===== src/rtl/win_xlate.sv =====
module win_xlate #(
  parameter int ADDR_W = 24,
  parameter int DISP_W = 16,
  parameter int DATA_W = 16,
  parameter int NREG = 16,
  parameter logic [DATA_W-1:0] PROC_ID = 'h5A17
) (
  input  logic              clk,
  input  logic              rst_n,
  input  logic              cfg_we,
  input  logic              cfg_sel,
  input  logic [ADDR_W-1:0] cfg_wdata,
  input  logic              per_req,
  input  logic              per_we,
  input  logic              per_word,
  input  logic [DISP_W-1:0] per_disp,
  input  logic [DATA_W-1:0] per_wdata,
  output logic [DATA_W-1:0] per_rdata,
  output logic              per_ack,
  output logic              per_err,
  output logic              mem_req,
  output logic              mem_we,
  output logic              mem_word,
  output logic [ADDR_W-1:0] mem_addr,
  output logic [DATA_W-1:0] mem_wdata,
  input  logic [DATA_W-1:0] mem_rdata,
  output logic              ipc_event
);
  localparam int IDX_W = $clog2(NREG);
  localparam logic [ADDR_W-1:0] SPAN = ADDR_W'(2 * NREG);

  logic              mode_q;
  logic [ADDR_W-1:0] base_q;
  logic [DATA_W-1:0] regs [NREG];
  logic [DATA_W-1:0] rd_q;
  logic              mem_rd_q;

  wire [ADDR_W-1:0] tgt     = base_q + ADDR_W'(per_disp);
  wire [IDX_W-1:0]  idx     = tgt[IDX_W:1];
  wire              icr_bad = !per_word || tgt[0] || (tgt >= SPAN);
  wire              icr_go  = per_req && mode_q && !icr_bad;
  wire              icr_wr  = icr_go && per_we && (idx != '0);

  always_ff @(posedge clk) begin
    if (!rst_n) begin
      mode_q <= 1'b0;
      base_q <= '0;
    end else if (cfg_we) begin
      if (cfg_sel) base_q <= cfg_wdata;
      else         mode_q <= cfg_wdata[0];
    end
  end

  always_ff @(posedge clk) begin
    if (!rst_n) begin
      for (int i = 0; i < NREG; i++) regs[i] <= '0;
    end else if (icr_wr) begin
      regs[idx] <= per_wdata;
    end
  end

  always_ff @(posedge clk) begin
    if (!rst_n) begin
      per_ack   <= 1'b0;
      per_err   <= 1'b0;
      ipc_event <= 1'b0;
      mem_req   <= 1'b0;
      mem_we    <= 1'b0;
      mem_word  <= 1'b0;
      mem_addr  <= '0;
      mem_wdata <= '0;
      mem_rd_q  <= 1'b0;
      rd_q      <= '0;
    end else begin
      per_ack   <= per_req && (!mode_q || !icr_bad);
      per_err   <= per_req && mode_q && icr_bad;
      ipc_event <= icr_go && per_we && (idx == IDX_W'(1));
      mem_req   <= per_req && !mode_q;
      mem_we    <= per_req && !mode_q && per_we;
      mem_rd_q  <= per_req && !mode_q && !per_we;
      if (per_req && !mode_q) begin
        mem_word  <= per_word;
        mem_addr  <= tgt;
        mem_wdata <= per_wdata;
      end
      if (icr_go && !per_we) rd_q <= (idx == '0) ? PROC_ID : regs[idx];
    end
  end

  assign per_rdata = mem_rd_q ? mem_rdata : rd_q;
endmodule


===== config.mk =====
export PLATFORM = sky130hd
export DESIGN_NAME = win_xlate
export DESIGN_NICKNAME = d
export VERILOG_FILES = /design/src/rtl/win_xlate.sv
export SDC_FILE = /design/constraint.sdc
export NUM_CORES = 1
export LEC_CHECK = 0
export BUFFER_PORTS_ARGS = -buffer_cell sky130_fd_sc_hd__buf_4
export CORE_AREA = 2 2 206 208
export CTS_CLUSTER_SIZE = 28
export DETAILED_ROUTE_END_ITERATION = 8
export DIE_AREA = 0 0 208 210
export HOLD_SLACK_MARGIN = 0.05
export SYNTH_ARGS = -nofsm -noshare
export SYNTH_HDL_FRONTEND = slang
export SYNTH_SLANG_ARGS = --single-unit

===== constraint.sdc =====
create_clock -name clk -period 11.5 [get_ports clk]
set_input_delay 2.3 -clock clk [delete_from_list [all_inputs] [get_ports clk]]
set_output_delay 2.3 -clock clk [all_outputs]
set_load 0.01 [all_outputs]

# After elaboration in Yosys (flattened, before gate mapping)
# Memory sizes are Yosys's and may differ from the RTL's.
# Index checks and enable logic that the tools add are counted.
[word_totals] regBits=88 out_inout_bits=62 mem_bits_rw=256 input_bits=79 memories=1 word_cells=49
[mem_list] name="regs" depth=16 word_bits=16 rd=1 rd_clocked_by_memory_dff=0 write_ports=16 line="34" text="logic [DATA_W-1:0] regs [NREG];"
[classes] addsub=1 order_cmp=1 mux=9 n_eq_ne=1 bitwise_logic=1 reduce_logical=23
[op_table] operator="$mux 16" count=3
[op_table] operator="$add 24x16->24" count=1
[op_table] operator="$ge 24x6->1 const B" count=1
[op_table] operator="$reduce_or 16->1" count=1
[op_table] operator="$logic_and 1x1->1" count=11
[op_table] operator="$mux 1" count=5
[op_table] operator="$eq 4x1->1 const B" count=1
[op_table] operator="$logic_not 1->1" count=4
[op_table] operator="$logic_not 4->1" count=1
[op_table] operator="$mux 4" count=1
[op_table] operator="$reduce_and 2->1" count=2
[op_table] operator="$reduce_bool 4->1" count=1
[op_table] operator="$logic_or 1x1->1" count=3
[op_table] operator="$not 1->1" count=1

# Depth between registers and ports, before layout
[depth] depth_word=12 ltp_mapped=13 ltp_nobuf=11

# Worst setup path before layout
# OpenSTA, ideal clock, no wires.
[synth_path] path_type="input to register" from="input per_disp[0]" to="memory regs[10][0] (enable)" stages=12 setup_time_ns=0.414 arrival_time_ns=6.444 path_buffers=1 t_required_ns=11.086 slack_ns=4.642 cell_sequence="ha_1 fa_1 a211oi_2 o21ai_1 xor2_1 or4b_1 nor3_1 nand3b_1 nor3_4 nand3_4 buf_6 o31ai_1"
[synth_lines] element="from (decl)" line="16" text="input logic [DISP_W-1:0] per_disp,"
[synth_lines] element="to (decl)" line="34"

==> summary.txt <==
Final layout
  – Fin util: 43.37%
  – Commonest non-fill, non-tap cell in the layout: nand2_1
  – Final instance area: 0.01799 mm^2
  – Nets: around 1600
  – Most frequent cells in the layout: 283 x nand2_1, 272 x nor2_1, 242 x edfxtp_1, 171 x buf_4, 88 x dfxtp_1
  – Share of layout cells above drive strength 1: between 20% and 30%
  – Fill count: 3954
  – Area Overhead vs Synth: 18.31%
  – Register area: 0.009029 mm^2
  – Diodes inserted: 0
  – Multi-input gate area: around 0.0059 mm^2

Power
  – Pwr/cell area: 159.6 mW/mm^2
  – Combinational share of power: between 10 and 15%
  – Int Pwr: roughly 2.1 mW
  – Total power: 2.871 mW
  – Switching power: roughly 0.77 mW
  – Switching share of power: 26.82%
  – Static Leakage: between 6 and 7 nW
  – Part of the power in registers: 46.5%
  – Worst-case vdd ir drop: 0.0001101 V
  – Clk pwr share: 38.9%

Detailed routing
  – Met1 Wirelength: between 15000 and 20000 um
  – DR WL met3: 3956 um
  – WL/cell: between 20 and 25 um
  – Drt drc: 0
  – Top routing layer used: met4
  – Post-Route WL: roughly 43000 um
  – Remaining antenna violation count after routing: 0
  – DR vias: 11017
  – Vias per std cell: 5.393
  – TritonRoute pass-1 iters: 5
  – Met2 wire len: 19690 um
  – Detailed Route Iter0 Violations: 1002

Logic synthesis
  – Share of synthesized registers carrying an async set or reset: 0%
  – Netlist cell types: 61
  – #FFs+latches synth: 330
  – Post-Syn Area: 0.01520 mm^2
  – Register area share after synthesis: 59.38%
  – Ys Warns: 0
  – Main flop type after synthesis: edfxtp_1
  – Cells after synthesis: 1360
  – Number of flops mapped to enable cells by yosys: between 200 and 250
  – Avg Inst Size Synth: 11.18 um^2

Clocking
  – Post-CTS setup buffers: 0
  – CTS tree: built
  – H-Tree Depth: 2
  – CTS Buf Count: 36
  – Resized cells post-CTS: 0
  – Clock tree buffer depth: 3
  – Clock slew at reported path FFs: 0.06 ns
  – CTS Root Cell: clkbuf_16
  – CTS sink count: 330
  – Skew-Pair Late Insertion Delay: 0.57 ns
  – # hold bufs at CTS: 0

Timing
  – RSZ-0062 raised after global routing: no
  – F_max: 145.9 MHz
  – Fin. max-slew vios: 0
  – Worst Max-Slew Pin Slew: 1.072 ns
  – Endpoints failing setup: 0
  – Tmin final: 6.856 ns
  – Final Hold Viols: 0
  – Worst slew margin: 28.35%
  – Hold WS: 0.4548 ns
  – Skew final: between 0.03 and 0.04 ns
  – Fin Setup TNS: 0 ns
  – Period utilization: around three fifths

Critical path
  – Critical Path Sink Type: flop
  – Data arrival, critical path: 7.10 ns
  – Critical Path RT: between 10 and 15 ns
  – Largest fanout on the critical path: 16
  – Setup Crit Path Kind: input pin to flop
  – Worst setup SP type: input pin

Floorplan
  – Full die area: 0.04368 mm^2
  – Core Region: around 0.041 mm^2
  – Std cell rows: 75
  – Die height: 210 um
  – Initial core utilization: approximately 37%
  – Ports: 141
  – Die W: 208 um

GRT
  – Number of global-route vias before repair: 10696
  – Total congestion overflow: 0
  – Initial antenna violation count: 0
  – First-pass GRT wire length: 64710 um
  – Largest net degree at the start of global routing: 74
  – GRT Util Overall: 19.55%

Placement
  – DP Wirelength: 27580 um
  – Input/output buffers: 140
  – Gp weighted congestion: 0.9417
  – Placed inst area: about 0.017 mm^2

Job
  – Max cap viols: 0

Outcome
  – Status: finished, final reports clean

Hold path
  – HP Class: flop to flop
-- cell families (layout without fill, tap and decap cells) --
family / count (synthesis) / in the layout / share of synthesized area (%)
buffers and inverters: 96 / 239 / 3.069
adder cells (fa/ha/maj): 17 / 17 / 1.448
XOR/XNOR: 27 / 27 / 1.555
flip-flops: 330 / 330 / 59.38
multiplexers: 89 / 89 / 10.52
other: 1 / 2 / 0.02466
AND/OR/NAND/NOR: 624 / 624 / 16.94
AO/OA/AOI/OAI: 176 / 176 / 7.061
-- cells in the mapped netlist (all sizes together), types with 2 or more instances --
master	count	area (um^2)
and2	2	12.51
or4b	3	30.03
a21o	7	52.55
o22ai	2	12.51
mux4	55	1239
nand2b	2	12.51
edfxtp	242	7267
o31ai	14	105.1
o21ai	24	123.9
o211ai	9	72.57
and4	2	17.52
mux2	16	180.2
nand4	8	101.3
or2	2	12.51
nor3	22	121.4
ha	16	200.2
a31oi	13	81.33
nand2	283	1062
inv	3	11.26
mux2i	18	180.2
a21oi	80	400.4
a211oi	16	135.1
buf	29	215.2
nor2	274	1028
xor2	18	157.7
dfxtp	88	1762
and3	4	25.02
clkbuf	64	240.2
o21a	2	15.01
nand3b	2	15.01
a221oi	2	17.52
nor2b	3	18.77
xnor2	9	78.83
nand3	11	67.57
-- sequential cells by signal, indices dropped and copies added, names as in the netlist --
name	flops
mem_rd_q	1
regs	242
mode_q	1
mem_word	1
mem_addr	24
per_err	1
base_q	24
mem_wdata	16
mem_req	1
ipc_event	1
rd_q	16
mem_we	1
per_ack	1
-- worst max-delay path, cell delays in order --
cell,delay (ns)
buf_4,0.11
ha_1,0.23
fa_4,0.52
a211oi_2,0.26
o21ai_1,0.20
and3b_1,0.26
o211ai_1,0.20
xor2_1,0.25
nand4b_1,0.20
nor3b_2,0.83
nand3_4,0.42
o31ai_2,0.96
buf_4,0.35
-- per-layer routing --
| layer | GRT usage [%] | vias up |
|---|---|---|
| li1 | - | 5066 |
| met1 | 27.09 | 5361 |
| met2 | 30.46 | 519 |
| met3 | 4.410 | 71 |
| met4 | 6.579 | 0 |
| met5 | 0 | - |
-- layout make-up --
cell class / instances / share of cell area [%]
clock buffers: 43 / 5.154
multi-input cells: 935 / 32.52
inverters: 3 / 0.06260
flip-flops and latches: 330 / 50.19
repair buffers: 171 / 7.136
well taps: 539 / 3.749
clock inverters: 22 / 1.182
-- worst paths after layout --
check / startpoint / end / slack [ns] / cells past startpoint
min: rd_q[8] / rd_q[8] / 0.45 / 2
max: per_disp[0] / regs[10][5] / 4.64 / 13
max reg2reg: base_q[0] / regs[10][5] / 6.21 / 12
min reg2reg: rd_q[8] / rd_q[8] / 0.45 / 2
-- power groups by stage --
stage	Combinational, mW	Clock, mW	Sequential, mW
6_report	0.419	1.12	1.34
4_1_cts	0.417	1.13	1.34
2_1_floorplan	0.245	0	1.36
3_3_place_gp	0.415	0	1.36
5_1_grt	0.449	1.18	1.34
3_5_place_dp	0.416	0	1.36
-- through the flow --
step	setup slack [ns]	instances
floorplan	4.642	1361
CTS	4.695	2043
global route	4.342	2043
detailed placement	4.146	1978
global placement	4.278	1978
finish	4.644	2043
No activity file was read; power rests on OpenSTA's default activity.
